### config.mk
export PLATFORM = sky130hd
export DESIGN_NAME = adaptive_bus_codec
export DESIGN_NICKNAME = d
export VERILOG_FILES = /design/src/rtl/abc_pkg.sv /design/src/rtl/abc_window_ctr.sv /design/src/rtl/abc_bit_stats.sv /design/src/rtl/abc_encoder.sv /design/src/rtl/abc_decoder.sv /design/src/rtl/adaptive_bus_codec.sv
export SDC_FILE = /design/constraint.sdc
export NUM_CORES = 1
export LEC_CHECK = 0
export BUFFER_PORTS_ARGS = -buffer_cell sky130_fd_sc_hd__buf_4
export CORE_ASPECT_RATIO = 0.5
export CORE_MARGIN = 1.5
export CORE_UTILIZATION = 60
export CTS_CLUSTER_SIZE = 8
export DETAILED_ROUTE_END_ITERATION = 16
export GPL_ROUTABILITY_DRIVEN = 0
export PLACE_DENSITY = 0.76
export SYNTH_ARGS = -nofsm -noshare
export SYNTH_HDL_FRONTEND = slang
export SYNTH_SLANG_ARGS = --single-unit
### constraint.sdc
create_clock -name clk_i -period 4.4 [get_ports clk_i]
set_clock_uncertainty 0.2 [all_clocks]
set_input_delay 0.44 -clock clk_i [delete_from_list [all_inputs] [get_ports clk_i]]
set_output_delay 0.44 -clock clk_i [all_outputs]
set_load 0.005 [all_outputs]
### src/rtl/abc_pkg.sv
package abc_pkg;

  // encoding is {s0, s1}
  typedef enum logic [1:0] {
    FN_XNOR = 2'b00,
    FN_INV  = 2'b01,
    FN_PASS = 2'b10,
    FN_XOR  = 2'b11
  } fn_e;

  // self-inverse: applying it to the encoded bit with the same history restores x
  function automatic logic apply_fn(fn_e fn, logic x, logic p);
    unique case (fn)
      FN_PASS: apply_fn = x;
      FN_INV:  apply_fn = ~x;
      FN_XOR:  apply_fn = x ^ p;
      default: apply_fn = ~(x ^ p);
    endcase
  endfunction

endpackage

### src/rtl/abc_window_ctr.sv
module abc_window_ctr #(
  parameter int WIN_LOG2 = 6
) (
  input  logic clk_i,
  input  logic rst_ni,
  input  logic en_i,
  output logic last_o
);

  logic [WIN_LOG2-1:0] cnt_q;

  assign last_o = en_i && (&cnt_q);

  always_ff @(posedge clk_i or negedge rst_ni) begin
    if (!rst_ni)   cnt_q <= '0;
    else if (en_i) cnt_q <= cnt_q + 1'b1;
  end

  p_wrap_r4: assert property (@(posedge clk_i) disable iff (!rst_ni)
    last_o |=> (cnt_q == '0));

  p_idle_r10: assert property (@(posedge clk_i) disable iff (!rst_ni)
    !en_i |=> $stable(cnt_q));

endmodule

### src/rtl/abc_bit_stats.sv
module abc_bit_stats import abc_pkg::*; #(
  parameter int WIN_LOG2 = 6
) (
  input  logic clk_i,
  input  logic rst_ni,
  input  logic en_i,
  input  logic last_i,
  input  logic prev_i,
  input  logic cur_i,
  output fn_e  fn_o
);

  localparam int ACC_W   = WIN_LOG2 + 2;
  localparam int WIN     = 1 << WIN_LOG2;
  localparam int ACC_MAX = 3 * (WIN - 1);

  logic             hold0, hold1;
  logic [ACC_W-1:0] inc_a, inc_b;
  logic [ACC_W-1:0] acc_a_q, acc_b_q, acc_a_d, acc_b_d;
  logic             s0, s1;
  fn_e              fn_q;

  assign hold0 = !prev_i && !cur_i;
  assign hold1 =  prev_i &&  cur_i;

  // acc_a tracks 3*N00 + N11, acc_b tracks N00 + 3*N11
  always_comb begin
    inc_a = '0;
    inc_b = '0;
    if (hold0) begin
      inc_a = ACC_W'(3);
      inc_b = ACC_W'(1);
    end else if (hold1) begin
      inc_a = ACC_W'(1);
      inc_b = ACC_W'(3);
    end
  end

  assign acc_a_d = acc_a_q + inc_a;
  assign acc_b_d = acc_b_q + inc_b;

  // reaching the window size sets a bit above WIN_LOG2
  assign s0 = |acc_a_d[ACC_W-1:WIN_LOG2];
  assign s1 = |acc_b_d[ACC_W-1:WIN_LOG2];

  always_ff @(posedge clk_i or negedge rst_ni) begin
    if (!rst_ni) begin
      acc_a_q <= '0;
      acc_b_q <= '0;
      fn_q    <= FN_PASS;
    end else if (en_i) begin
      if (last_i) begin
        acc_a_q <= '0;
        acc_b_q <= '0;
        fn_q    <= fn_e'({s0, s1});
      end else begin
        acc_a_q <= acc_a_d;
        acc_b_q <= acc_b_d;
      end
    end
  end

  assign fn_o = fn_q;

  p_acc_bound_r4: assert property (@(posedge clk_i) disable iff (!rst_ni)
    (int'(acc_a_q) <= ACC_MAX) && (int'(acc_b_q) <= ACC_MAX));

  p_acc_clear_r4: assert property (@(posedge clk_i) disable iff (!rst_ni)
    (en_i && last_i) |=> (acc_a_q == '0 && acc_b_q == '0));

  p_fn_hold_r7: assert property (@(posedge clk_i) disable iff (!rst_ni)
    !(en_i && last_i) |=> $stable(fn_q));

endmodule

### src/rtl/abc_encoder.sv
module abc_encoder import abc_pkg::*; #(
  parameter int WIDTH    = 8,
  parameter int WIN_LOG2 = 6
) (
  input  logic             clk_i,
  input  logic             rst_ni,
  input  logic [WIDTH-1:0] data_i,
  output logic [WIDTH-1:0] bus_o
);

  logic             win_last;
  logic [WIDTH-1:0] prev_q, enc, bus_q;
  fn_e              fn [WIDTH];

  abc_window_ctr #(.WIN_LOG2(WIN_LOG2)) u_win (
    .clk_i  (clk_i),
    .rst_ni (rst_ni),
    .en_i   (1'b1),
    .last_o (win_last)
  );

  for (genvar b = 0; b < WIDTH; b++) begin : g_bit
    abc_bit_stats #(.WIN_LOG2(WIN_LOG2)) u_stats (
      .clk_i  (clk_i),
      .rst_ni (rst_ni),
      .en_i   (1'b1),
      .last_i (win_last),
      .prev_i (prev_q[b]),
      .cur_i  (data_i[b]),
      .fn_o   (fn[b])
    );

    assign enc[b] = apply_fn(fn[b], data_i[b], prev_q[b]);

    p_pass_toggle_r6: assert property (@(posedge clk_i) disable iff (!rst_ni)
      (fn[b] == FN_PASS) |=> ((bus_q[b] != $past(bus_q[b])) == $past(data_i[b])));
  end

  always_ff @(posedge clk_i or negedge rst_ni) begin
    if (!rst_ni) begin
      prev_q <= '0;
      bus_q  <= '0;
    end else begin
      prev_q <= data_i;
      bus_q  <= bus_q ^ enc;  // decorrelator
    end
  end

  assign bus_o = bus_q;

endmodule

### src/rtl/abc_decoder.sv
module abc_decoder import abc_pkg::*; #(
  parameter int WIDTH    = 8,
  parameter int WIN_LOG2 = 6
) (
  input  logic             clk_i,
  input  logic             rst_ni,
  input  logic [WIDTH-1:0] bus_i,
  output logic [WIDTH-1:0] data_o,
  output logic             started_o
);

  logic             started_q, win_last;
  logic [WIDTH-1:0] prev_bus_q, prev_q, enc_rx;
  fn_e              fn [WIDTH];

  // stats lag the encoder by one cycle, so they start one cycle later
  abc_window_ctr #(.WIN_LOG2(WIN_LOG2)) u_win (
    .clk_i  (clk_i),
    .rst_ni (rst_ni),
    .en_i   (started_q),
    .last_o (win_last)
  );

  assign enc_rx = bus_i ^ prev_bus_q;  // correlator

  for (genvar b = 0; b < WIDTH; b++) begin : g_bit
    abc_bit_stats #(.WIN_LOG2(WIN_LOG2)) u_stats (
      .clk_i  (clk_i),
      .rst_ni (rst_ni),
      .en_i   (started_q),
      .last_i (win_last),
      .prev_i (prev_q[b]),
      .cur_i  (data_o[b]),
      .fn_o   (fn[b])
    );

    assign data_o[b] = apply_fn(fn[b], enc_rx[b], prev_q[b]);
  end

  always_ff @(posedge clk_i or negedge rst_ni) begin
    if (!rst_ni) begin
      started_q  <= 1'b0;
      prev_bus_q <= '0;
      prev_q     <= '0;
    end else begin
      started_q  <= 1'b1;
      prev_bus_q <= bus_i;
      prev_q     <= data_o;
    end
  end

  assign started_o = started_q;

  p_started_sticky_r8: assert property (@(posedge clk_i) disable iff (!rst_ni)
    started_q |=> started_q);

endmodule

### src/rtl/adaptive_bus_codec.sv
module adaptive_bus_codec #(
  parameter int WIDTH    = 8,
  parameter int WIN_LOG2 = 6
) (
  input  logic             clk_i,
  input  logic             rst_ni,
  input  logic [WIDTH-1:0] data_i,
  output logic [WIDTH-1:0] bus_o,
  output logic [WIDTH-1:0] data_o
);

  logic [WIDTH-1:0] bus;
  logic             dec_started;

  abc_encoder #(.WIDTH(WIDTH), .WIN_LOG2(WIN_LOG2)) u_enc (
    .clk_i  (clk_i),
    .rst_ni (rst_ni),
    .data_i (data_i),
    .bus_o  (bus)
  );

  abc_decoder #(.WIDTH(WIDTH), .WIN_LOG2(WIN_LOG2)) u_dec (
    .clk_i     (clk_i),
    .rst_ni    (rst_ni),
    .bus_i     (bus),
    .data_o    (data_o),
    .started_o (dec_started)
  );

  assign bus_o = bus;

  p_round_trip_r8: assert property (@(posedge clk_i) disable iff (!rst_ni)
    dec_started |-> (data_o == $past(data_i)));

  p_first_cycle_r1: assert property (@(posedge clk_i) disable iff (!rst_ni)
    !dec_started |-> (data_o == '0));

endmodule

=== Word-level counts from Yosys, hierarchy flattened ===
Cells that the tools add are included.

* Bits in registers: 333
* Input port bits: 10
* Output and inout port bits: 16

* Reduce and logical (&&, ||, !) cells: 100
* Bitwise gates (word level): 50
* Mux-type cells: 112
* Add/sub/neg operators: 34
* Equality and inequality tests: 48

{| class="wikitable"
|+ Operators by type and width
! cell !! number
|-
| two-way mux 8 bit || 48
|-
| adder 8 bit || 32
|-
| equality test 2 bit (second input constant) || 32
|-
| two-way mux 2 bit || 32
|-
| OR reduction 2 bit || 32
|-
| case mux 1 bit (3 select lines) || 16
|-
| logical AND 1 bit || 33
|-
| equality test 2 x 1 -> 1 bit (second input constant) || 16
|-
| zero test 1 bit || 32
|-
| NOT 1 bit || 32
|-
| two-way mux 1 bit || 16
|-
| XOR 1 bit || 16
|-
| XOR 8 bit || 2
|-
| adder 6 x 1 -> 6 bit (second input constant) || 2
|-
| AND reduction 6 bit || 2
|-
| AND reduction 2 bit || 1
|}

=== Longest topological paths before layout ===
Gate-level depths: netlist of the first run.

* Depth in word-level cells: 9
* Gate-level depth with buffers: 11
* Mapped depth without buffers: 11

=== Modules after synthesis ===
Synthesis of the first run repeated with hierarchy kept, for this count alone.

* Cell total of the unflattened synthesis: 1947
* Area, all modules: 19202.2 um^2

{| class="wikitable"
|+ Modules (own cells, without submodules)
! module !! times used !! seq. area each (um^2) !! cells each !! area an instance (um^2)
|-
| abc_bit_stats || 16 || 451.7 || 113 || 1089.8
|-
| abc_decoder || 1 || 425.4 || 50 || 639.4
|-
| abc_encoder || 1 || 400.4 || 49 || 614.3
|-
| abc_window_ctr at u_enc.u_win || 1 || 150.1 || 20 || 257.7
|-
| abc_window_ctr at u_dec.u_win || 1 || 150.1 || 20 || 254.0
|}

=== Least setup slack after synthesis of the first run ===
No wires, ideal clock.

* Kind: register to register
* Start: reg u_dec.g_bit[4].u_stats.fn_q[1]
* End: reg u_dec.g_bit[4].u_stats.acc_b_q[7]
* Setup slack: 1.869 ns
* Period minus slack after synthesis: 2.531 ns
* Required time: 4.072 ns
* Data arrival time: 2.203 ns
* Buffers on the path: 0
* Setup time: 0.128 ns
* Cell stages (with the launch flop): 10
* Path through: dfstp_2 -> o21ai_0 -> xnor2_1 -> inv_1 -> ha_1 -> ha_1 -> a21o_1 -> or3b_2 -> a31oi_1 -> o31ai_1

* Longest elaborated chain between the ends: 7

{| class="wikitable"
|+ Ends and longest elaborated chain
! item !! line !! text
|-
| from (decl) || abc_bit_stats.sv:21 || <nowiki>fn_e fn_q;</nowiki>
|-
| from (signal assigned) || abc_bit_stats.sv:55 || <nowiki>fn_q <= fn_e'({s0, s1});</nowiki>
|-
| equality test 2 bit / equality test 2 x 1 -> 1 bit (equally long branches) || abc_pkg.sv:13 || <nowiki>unique case (fn)</nowiki>
|-
| case mux 1 bit (3 select lines) * || abc_pkg.sv:13 ||
|-
| net u_dec.g_bit[4].u_stats.cur_i || abc_bit_stats.sv:9 || <nowiki>input logic cur_i,</nowiki>
|-
| logical AND 1 bit / zero test 1 bit (equally long branches) || abc_bit_stats.sv:24, abc_bit_stats.sv:23 ||
|-
| two-way mux 2 bit / logical AND 1 bit (equally long branches) || abc_bit_stats.sv:33, abc_bit_stats.sv:23 ||
|-
| two-way mux 2 bit * || abc_bit_stats.sv:30 || <nowiki>if (hold0) begin</nowiki>
|-
| adder 8 bit * || abc_bit_stats.sv:40 || <nowiki>assign acc_b_d = acc_b_q + inc_b;</nowiki>
|-
| two-way mux 8 bit * || abc_bit_stats.sv:52 || <nowiki>if (last_i) begin</nowiki>
|-
| to (signal assigned) || abc_bit_stats.sv:49 || <nowiki>acc_b_q <= '0;</nowiki>
|-
| to (signal assigned) || abc_bit_stats.sv:54 || <nowiki>acc_b_q <= '0;</nowiki>
|-
| to (signal assigned) || abc_bit_stats.sv:58 || <nowiki>acc_b_q <= acc_b_d;</nowiki>
|-
| to (decl) || abc_bit_stats.sv:19 || <nowiki>logic [ACC_W-1:0] acc_a_q, acc_b_q, acc_a_d, acc_b_d;</nowiki>
|}

The timed path passes the listed nets; every way through them passes the cells marked *.
A chain may end at the register's enable or synchronous reset.

=== Final worst setup path of the first run ===
* Start: reg u_dec.g_bit[5].u_stats.fn_q[1]
* End: reg u_dec.g_bit[5].u_stats.acc_b_q[7]

* Longest elaborated chain between the ends: 7

{| class="wikitable"
|+ Ends and longest elaborated chain
! item !! line
|-
| from (decl) || abc_bit_stats.sv:21
|-
| from (signal assigned) || abc_bit_stats.sv:55
|-
| equality test 2 bit / equality test 2 x 1 -> 1 bit (equally long branches) || abc_pkg.sv:13
|-
| case mux 1 bit (3 select lines) * || abc_pkg.sv:13
|-
| logical AND 1 bit / zero test 1 bit (equally long branches) || abc_bit_stats.sv:24, abc_bit_stats.sv:23
|-
| two-way mux 2 bit / logical AND 1 bit (equally long branches) || abc_bit_stats.sv:33, abc_bit_stats.sv:23
|-
| two-way mux 2 bit * || abc_bit_stats.sv:30
|-
| adder 8 bit * || abc_bit_stats.sv:40
|-
| two-way mux 8 bit * || abc_bit_stats.sv:52
|-
| to (signal assigned) || abc_bit_stats.sv:49
|-
| to (signal assigned) || abc_bit_stats.sv:54
|-
| to (signal assigned) || abc_bit_stats.sv:58
|-
| to (decl) || abc_bit_stats.sv:19
|}

Mark *: on every way between the ends. The rest lies on a longest branch, timed or not.

==> results.toml, run 1 <==
[run_status]
status = "complete, no violations"

[finish]
n_antenna_cell = 0
fin_nets = 1770
drive_above_1_share_pct = 6.67
area_growth_pct = 11.1
n_fill_cell = 1961
multi_input_area_sq_um = 7890
final_cell_mix = "dfrtp_1, nor2_1, xor2_1"
layout_commonest_cell = "dfrtp_1"
regArea_sq_um = 8360
final_core_util_pct = 67.8

[synthesis]
syn_inst = 1602
ys_seq_area_share_pct = 49.4
ys.flop_type = "dfrtp_1"
ys_seq_elements = 333
synth_area_sq_um = 16900
ys_async_sr_fraction_pct = 100
synth_fp_nets = 1742
synth.distinct_cells = 43
synth_edf_count = 0
avgSynthCellArea_sq_um = 10.6
yosysWarnings = 0

[clocking]
holdBufCountCts = 9
clkTransAtPathRegs_ns = 0.05
clock_path_buffers = 3
clock-root-buffer = "clkbuf_16"
htreeDepth = 2
clock_latency_ns = 0.56
cts_setup_buffers = 0
cts_tree = "done"
cts_resized = 0
numCtsBuffers = 47
cts.sinks = 333

[grt]
antenna_found_initial = 0
grt_usage_pct = 23.0
grt_pass1_vias = 11810
grt_remaining_overflow = 0
grt_max_degree = 120
grt_pass1_wl_um = 54800

[min_path]
hp-start = "u_enc.u_win.cnt_q[4]$_DFF_PN0_"
hold_path.class = "flip-flop to flip-flop"
hold_path_end = "u_enc.u_win.cnt_q[4]$_DFF_PN0_"
min_delay_path_depth = 1

[sta]
period_needed_ns = 2.87
maxSlewHeadroom_pct = 32.4
max_slew.worst_pin.slew_ns = 1.01
finalSetupTns_ns = 0
setup_viol = 0
maxSlewViolCount = 0
clock.fmax_ghz = 0.348
period_share_pct = 65.3
final-hold-violation-count = 0
rsz0062_at_grt = "no"

[detailed_routing]
drtAntennaViolNets = 0
drc = 0
wire_per_inst_um = 15.4
vias = 11452
detail_route.vias_per_cell = 5.60
drt_pre_antenna_iters = 5
postRouteWirelength_um = 31500
drt_iter0_drc = 725

[floorplanning]
die_area_sq_um = 29300
io-pin-count = 26
coreArea_sq_um = 27700
die_w_um = 240
die_h_um = 122
rows = 43
start_util_pct = 61.0

[setup_path]
critical_path.startpoint_type = "flip-flop"
r2r_slack_ns = 1.53
crit_type = "flip-flop to flip-flop"
worstPathMaxFanout = 4
cp_data_arrival_time_ns = 3.09
worstReg2RegEnd = "u_dec.g_bit[5].u_stats.acc_b_q[7]$_DFFE_PN0P_"
r2r_cells = 9
regToRegStartpoint = "u_dec.g_bit[5].u_stats.fn_o[1]$_DFFE_PN1P_"
crit_required_ns = 4.62
end_kind = "flip-flop"

[pwr]
p_per_area_nw_per_um2 = 738
power_w = 0.0139
irDropWorstVdd_mv = 0.329
p_leak_nw = 9.07

[placed_design]
hpwl_um = 20000
port_buffers = 25

[job]
maxCapViolCount = 0
## metal layers
layer | GRT usage [%] | share of wire (%) | wire length (um)
met1 | 30.5 | 46 | 14600
met2 | 39.1 | 48 | 15300
met3 | 4.28 | 3.3 | 1040
met4 | 6.64 | 1.8 | 572
met5 | 0 | 0 | 0
## Yosys cell counts, types with 10 or more instances
library cell	count	area, sq um
fa_1	32	641
nor2_1	190	713
o21ai_1	10	50.1
dfrtp_1	317	7930
mux2i_1	11	110
a31oi_1	25	156
clkbuf_1	10	37.5
nand4_1	63	394
nor2b_1	42	263
a21o_1	38	285
and3_1	61	382
o21ai_0	64	320
nand3_1	106	531
nand2_1	67	251
buf_4	10	75.1
inv_1	85	319
ha_1	98	1230
dfstp_2	16	420
xor2_1	159	1390
buf_2	42	210
o31ai_1	23	173
a21oi_1	14	70.1
xnor2_1	47	412
## power by group
group | internal [W] | total [W] | switching (W)
logic | 0.00243 | 0.00522 | 0.00279
clock network | 0.00198 | 0.00330 | 0.00131
registers | 0.00427 | 0.00536 | 0.00109
total | 0.00868 | 0.0139 | 0.00519
## logic make-up after synthesis
kind of cell	share of synthesized area, %
AND/OR/NAND/NOR	16.7
XOR/XNOR	10.7
other	0.0222
AO/OA/AOI/OAI	7.41
adder cells (fa/ha/maj)	11.0
flip-flops	49.4
buffers and inverters	4.06
multiplexers	0.718
## worst max-delay path by stage
stage | slack, ns | end | from | cells past startpoint
6_report | 1.53 | u_dec.g_bit[5].u_stats.acc_b_q[7]$_DFFE_PN0P_ | u_dec.g_bit[5].u_stats.fn_o[1]$_DFFE_PN1P_ | 9
3_5_place_dp | 1.62 | u_dec.g_bit[7].u_stats.acc_b_q[3]$_DFFE_PN0P_ | u_dec.started_o$_DFF_PN0_ | 5
5_1_grt | 1.36 | u_dec.g_bit[7].u_stats.acc_b_q[3]$_DFFE_PN0P_ | u_dec.started_o$_DFF_PN0_ | 5
2_1_floorplan | 1.87 | u_dec.g_bit[4].u_stats.acc_b_q[7]$_DFFE_PN0P_ | u_dec.g_bit[4].u_stats.fn_o[1]$_DFFE_PN1P_ | 9
4_1_cts | 1.51 | u_dec.g_bit[5].u_stats.acc_b_q[7]$_DFFE_PN0P_ | u_dec.g_bit[5].u_stats.fn_o[1]$_DFFE_PN1P_ | 9
3_3_place_gp | 1.72 | u_dec.g_bit[4].u_stats.acc_a_q[5]$_DFFE_PN0P_ | u_dec.started_o$_DFF_PN0_ | 6
## critical path, cell delays in order, from the launching register on
cell,delay [ns]
dfstp_2,0.52
o21ai_0,0.11
xnor2_1,0.25
inv_1,0.11
ha_1,0.25
ha_1,0.28
a21o_1,0.17
or3b_2,0.49
a31oi_1,0.23
o31ai_1,0.12
## state kept, by name, indices dropped and copies added (netlist names)
register,flops
u_dec.g_bit.u_stats.acc_a_q,64
u_enc.prev_q,8
u_dec.started_o,1
u_dec.prev_q,8
u_enc.g_bit.u_stats.acc_a_q,64
u_enc.u_win.cnt_q,6
u_enc.g_bit.u_stats.acc_b_q,64
u_enc.bus_o,8
u_enc.g_bit.u_stats.fn_o,16
u_dec.prev_bus_q,8
u_dec.u_win.cnt_q,6
u_dec.g_bit.u_stats.acc_b_q,64
u_dec.g_bit.u_stats.fn_o,16
## through the flow
stage / cell area (sq um) / cells / hold WS (ns) / setup WS (ns)
3_3_place_gp: 17400 / 1954 / 0.242 / 1.72
5_1_grt: 18800 / 2045 / 0.291 / 1.36
2_1_floorplan: 16900 / 1602 / -0.0556 / 1.87
6_report: 18800 / 2045 / 0.262 / 1.53
4_1_cts: 18800 / 2045 / 0.265 / 1.51
3_5_place_dp: 17400 / 1954 / 0.255 / 1.62
## area by class of cell
cell class / count / area share (%)
Clock buffer: 79 / 6.90
Clock inverter: 3 / 0.200
Inverter: 85 / 1.70
Multi-Input combinational cell: 1118 / 42.0
Sequential cell: 333 / 44.5
Tap cell: 382 / 2.54
Timing Repair Buffer: 45 / 2.22
Power figures use the tool's default switching activity.
==> inputs of run 2 (changes only) <==
--- a/config.mk
+++ b/config.mk
@@ -8,7 +8,7 @@
 export BUFFER_PORTS_ARGS = -buffer_cell sky130_fd_sc_hd__buf_4
 export CORE_ASPECT_RATIO = 0.5
 export CORE_MARGIN = 1.5
-export CORE_UTILIZATION = 60
+export CORE_UTILIZATION = 57
 export CTS_CLUSTER_SIZE = 8
 export DETAILED_ROUTE_END_ITERATION = 16
 export GPL_ROUTABILITY_DRIVEN = 0
==> constraint.sdc (replaced) <==
create_clock -name clk_i -period 2.45 [get_ports clk_i]
set_clock_uncertainty 0.2 [all_clocks]
set_input_delay 0.245 -clock clk_i [delete_from_list [all_inputs] [get_ports clk_i]]
set_output_delay 0.245 -clock clk_i [all_outputs]
set_load 0.005 [all_outputs]
==> run 2 against run 1 <==
First-iteration DRC count is 24% higher. Worst hold slack worse by 0.23 ns. The run now ends with setup timing left. Flip-flop and latch count stayed put. Critical path type unchanged. Non-clock buffer count is 56 higher. Sequential share of layout area is 3.2 points lower. Critical path depth is 2 higher. Critical endpoint is now u_dec.g_bit[0].u_stats.acc_b_q[4]$_DFFE_PN0P_. Die area is 5.2% higher. Register-to-register slack worse by 1.6 ns. Routed wire length is 12% higher. Highest routed layer unchanged.
==> results.toml, run 2 (same netlist as run 1, synthesis figures left out) <==
[run_status]
status = "finished with violations"
violations = "setup timing"

[sta]
clock.fmax_ghz = 0.392
max_slew.worst_pin.slew_ns = 0.687
worst_slack_ns = -0.0998
maxSlewViolCount = 0
final-hold-violation-count = 0
period_share_pct = 104
setup_viol = 25
period_needed_ns = 2.55
maxSlewHeadroom_pct = 54.2
rsz0062_at_grt = "yes"

[finish]
n_fill_cell = 1928
area_growth_pct = 19.6
stdcell_area_sq_um = 20200
layout_commonest_cell = "dfrtp_1"
final_cell_mix = "dfrtp_1, nor2_1, xor2_1"
fin_nets = 1826
drive_above_1_share_pct = 18.5
n_antenna_cell = 0

[grt]
grt_pass1_wl_um = 59300
grt_remaining_overflow = 0
grt_busiest_layer = "met2"
met3_usage_pct = 3.88
grtUsageMet2_pct = 38.7
grt_max_degree = 98
antenna_found_initial = 0
grt_usage_pct = 23.2
grt_pass1_vias = 12687
use_met1_pct = 30.7

[floorplanning]
rows = 44
die_h_um = 125
die_area_sq_um = 30800
start_util_pct = 58.2
io-pin-count = 26
coreArea_sq_um = 29100
die_w_um = 247

[pwr]
p_leak_nw = 9.37
p_per_area_nw_per_um2 = 1420
irDropWorstVdd_mv = 0.649

[min_path]
hold_path.class = "primary input to asynchronous set/reset pin"

[setup_path]
cp_data_arrival_time_ns = 2.78
end_kind = "flip-flop"
r2r_cells = 11
max_stage_delay_ns = 0.40
crit_type = "flip-flop to flip-flop"
critPathMostFrequentCell = "inv_2"
crit_required_ns = 2.68
crit_slowest_cell = "dfrtp_1"
critical_path.startpoint_type = "flip-flop"
worstPathMaxFanout = 2
path_cells = "inv_2 -> mux2i_4 -> xnor2_2 -> ha_1 -> inv_2 -> ha_4 -> fa_2 -> buf_6 -> nand4_1 -> xor2_1 -> nor2_1"

[clocking]
cts_tree = "done"
clkTransAtPathRegs_ns = 0.05
cts.sinks = 333
numCtsBuffers = 47
clock_path_buffers = 3
htreeDepth = 2
clock-root-buffer = "clkbuf_16"
clock_latency_ns = 0.56

[detailed_routing]
postRouteWirelength_um = 35400
drc = 0
drt_pre_antenna_iters = 5
detail_route.vias_per_cell = 5.70
drtAntennaViolNets = 0
drt_iter0_drc = 898
wire_per_inst_um = 16.8
vias = 12003

[placed_design]
pre_cts_slack_ns = -0.175
place_area_sq_um = 17800
port_buffers = 25
hpwl_um = 21000

[job]
maxCapViolCount = 0
run 2: per-layer routing:
layer	share of wire [%]	wire (um)
met1	43	15400
met2	50	17600
met3	3.6	1290
met4	3.1	1090
met5	0	0
run 2: what timing repair did:
item / 4_1_cts / 5_1_grt
setup buffers: 3 / 11
pin swaps: 42 / 89
endpoints found under the hold margin: 333 / 0
setup endpoints to repair: 66 / 92
hold buffers: 9 / 0
resized for setup: 99 / 126
run 2: power by group:
part,switching [W],total (W),internal (W)
logic,0.00641,0.0129,0.00648
registers,0.00215,0.00982,0.00767
clock network,0.00238,0.00593,0.00355
run 2: metrics by stage:
stage | hold WS (ns) | std cells | total power, W | TNS (ns) | utilization (%)
after floorplan | -0.251 | 1602 | 0.0165 | -0.0545 | -
after global routing | 0.0643 | 2107 | 0.0309 | -4.08 | 69.6
after detailed placement | 0.0414 | 2008 | 0.0199 | -4.40 | 61.3
after CTS | 0.0447 | 2096 | 0.0270 | -0.235 | 67.4
final | 0.0364 | 2107 | 0.0286 | -0.807 | 69.6
after global placement | 0.0396 | 2008 | 0.0190 | -0.554 | 61.3
run 2: layout make-up:
class	count	area, sq um	share of cell area [%]
clock buffers	76	1280	6.35
clock inverters	3	33.8	0.167
inverters	85	319	1.58
multi-input cells	1118	8780	43.4
flip-flops and latches	333	8360	41.3
well taps	391	489	2.42
repair buffers	101	963	4.76
run 2: final timing paths:
kind | start | endpoint | slack, ns
setup / recovery | u_dec.prev_q[0]$_DFF_PN0_ | u_dec.g_bit[0].u_stats.acc_b_q[4]$_DFFE_PN0P_ | -0.1
hold / removal | rst_ni | u_enc.g_bit[3].u_stats.acc_a_q[1]$_DFF_PN0_ | 0.04
setup reg to reg | u_dec.prev_q[0]$_DFF_PN0_ | u_dec.g_bit[0].u_stats.acc_b_q[4]$_DFFE_PN0P_ | -0.1
hold reg to reg | u_dec.g_bit[5].u_stats.fn_o[1]$_DFFE_PN1P_ | u_dec.g_bit[5].u_stats.fn_o[1]$_DFFE_PN1P_ | 0.27
max in group asynchronous | rst_ni | u_dec.g_bit[2].u_stats.fn_o[1]$_DFFE_PN1P_ | 1.25
min in group clk_i | data_i[3] | u_enc.prev_q[3]$_DFF_PN0_ | 0.18
run 2: worst max-delay path: cells and delay by family (launching register included):
kind,cells,cell delay [ns]
xor+xnor,2,0.29
fa+ha+maj,3,0.86
buf+inv,3,0.31
flops,1,0.40
mux,1,0.25
simple gates,2,0.13
==> inputs of run 3 (changes only) <==
--- a/config.mk
+++ b/config.mk
@@ -13,6 +13,8 @@
 export DETAILED_ROUTE_END_ITERATION = 16
 export GPL_ROUTABILITY_DRIVEN = 0
 export PLACE_DENSITY = 0.76
+export RECOVER_POWER = 50
+export SETUP_SLACK_MARGIN = 0.1
 export SYNTH_ARGS = -nofsm -noshare
 export SYNTH_HDL_FRONTEND = slang
 export SYNTH_SLANG_ARGS = --single-unit
==> run 3 against run 2 <==
Final cell count hardly changed. First-iteration DRC count decreased by 5.0%. Clock-buffer cell count shrank 3. Critical path depth is 2 lower. Largest power group unchanged. Combinational power increased by 3%. Final area rose by 0.33%. Maximum frequency is 2.1% higher. Global-route usage is 0.35 points lower. Routed wire length shrank 0.27%. Power rose by 1.4%. Setup slack better by 0.052 ns. The flow finishes with violations (capacitance limit, slew limit, setup timing). Critical path type unchanged.
==> results.toml, run 3 (same netlist as run 1, synthesis figures left out) <==
[sta]
maxSlewHeadroom_pct = -3.49
maxSlewViolCount = 56
period_needed_ns = 2.50
worst_slack_ns = -0.0482
max_slew.worst_pin.slew_ns = 1.55
rsz0062_at_grt = "yes"
period_share_pct = 102
finalSetupTns_ns = -0.156
final-hold-violation-count = 0
clock.fmax_ghz = 0.400
whs_ns = 0.220
setup_viol = 7

[grt]
grt_pass1_wl_um = 58400
grt_remaining_overflow = 0
grt_max_degree = 93
antenna_found_initial = 1
grt_pass1_vias = 12438
grt_usage_pct = 22.9

[finish]
stdcell_area_sq_um = 20300
n_antenna_cell = 0
drive_above_1_share_pct = 19.3
final_core_util_pct = 69.8
layout_commonest_cell = "dfrtp_1"
final_cell_mix = "dfrtp_1, nor2_1, xor2_1"
fin_nets = 1828
area_growth_pct = 20.0

[setup_path]
crit_start = "u_dec.g_bit[6].u_stats.fn_o[1]$_DFFE_PN1P_"
critical_path.startpoint_type = "flip-flop"
worstPathMaxFanout = 4
crit_required_ns = 2.68
cp_data_arrival_time_ns = 2.72
crit_type = "flip-flop to flip-flop"
r2r_slack_ns = -0.05
end_kind = "flip-flop"
regToRegStartpoint = "u_dec.g_bit[6].u_stats.fn_o[1]$_DFFE_PN1P_"

[detailed_routing]
vias = 11977
drt_iter0_drc = 853
postRouteWirelength_um = 35300
drc = 0
drt_pre_antenna_iters = 5
detail_route.vias_per_cell = 5.69
wire_per_inst_um = 16.7
drtAntennaViolNets = 0

[run_status]
status = "finished with violations"
violations = "capacitance limit, slew limit, setup timing"

[min_path]
hp-start = "data_i[1]"
hold_path.class = "primary input to flip-flop"

[clocking]
clock-root-buffer = "clkbuf_16"
clkTransAtPathRegs_ns = 0.05
numCtsBuffers = 47
clock_path_buffers = 3
clock_latency_ns = 0.56
htreeDepth = 2
cts_tree = "done"
cts.sinks = 333

[placed_design]
port_buffers = 25
hpwl_um = 20600
place_area_sq_um = 17800

[floorplanning]
coreArea_sq_um = 29100
die_area_sq_um = 30800
die_w_um = 247
rows = 44
die_h_um = 125
io-pin-count = 26
start_util_pct = 58.2

[job]
maxCapViolCount = 1

[pwr]
p_leak_nw = 9.28
irDropWorstVdd_mv = 0.636
p_per_area_nw_per_um2 = 1430
[run 3: cell count changes in the layout (fill, tap and decap cells not counted), moves of 4 or more]
cell / before / now
a21o_1: 38 / 32
a21o_4: 0 / 6
buf_12: 11 / 7
buf_4: 70 / 45
buf_6: 10 / 23
clkbuf_1: 29 / 41
ha_4: 18 / 23
nand2_1: 52 / 48
nand2_2: 10 / 15
nand3_1: 104 / 94
nand3_2: 3 / 13
o21ai_2: 12 / 8
[run 3: path summary, 6_finish.rpt]
path,depth (start not counted),end
max in group asynchronous,3,u_enc.g_bit[4].u_stats.acc_a_q[1]$_DFF_PN0_
worst max register to register,9,u_dec.g_bit[6].u_stats.acc_b_q[6]$_DFFE_PN0P_
worst min register to register,1,u_enc.u_win.cnt_q[4]$_DFF_PN0_
worst min-delay path,2,u_enc.prev_q[1]$_DFF_PN0_
min in group asynchronous,2,u_enc.g_bit[2].u_stats.acc_a_q[3]$_DFF_PN0_
worst max-delay path,9,u_dec.g_bit[6].u_stats.acc_b_q[6]$_DFFE_PN0P_
[run 3: power breakdown]
group / internal, W / switching, W
combinational: 0.00670 / 0.00658
sequential: 0.00768 / 0.00216
clock: 0.00358 / 0.00233
[run 3: per-layer routing]
layer / up-vias / wire length [um] / global-route usage (%)
met5: - / 0 / 0
met4: 0 / 928 / 6.92
met2: 256 / 17400 / 38.5
met3: 91 / 1220 / 3.64
li1: 5600 / - / -
met1: 6030 / 15700 / 30.7
[run 3: layout make-up]
type,instances,area [sq um]
clock inverter,3,30.0
multi-input combinational,1118,8900
sequential,333,8360
timing repair buffer,103,905
fill,1941,8770
inverter,85,319
tap,391,489
clock buffer,73,1290
[run 3: critical path: stages, from the launching register on]
cell	delay, ns
dfstp_2	0.53
o21ai_2	0.07
xnor2_2	0.16
ha_1	0.31
inv_2	0.06
ha_4	0.16
fa_2	0.36
and3_4	0.18
nor3b_1	0.16
a21o_1	0.19
[run 3: stage by stage]
step | cells | setup slack [ns] | power [W]
2_1_floorplan | 1602 | 0.0637 | 0.0166
4_1_cts | 2093 | 0.00544 | 0.0272
3_5_place_dp | 1997 | -0.0802 | 0.0198
3_3_place_gp | 1997 | -0.0130 | 0.0190
5_1_grt | 2106 | -0.140 | 0.0313
6_report | 2106 | -0.0482 | 0.0290
[run 3: repair_timing]
item,CTS,global route
hold buffers,9,0
gates resized for setup,107,126
hold endpoints to repair,332,0
endpoints found under the setup margin,72,122
setup buffers,12,14
pin swaps,63,110
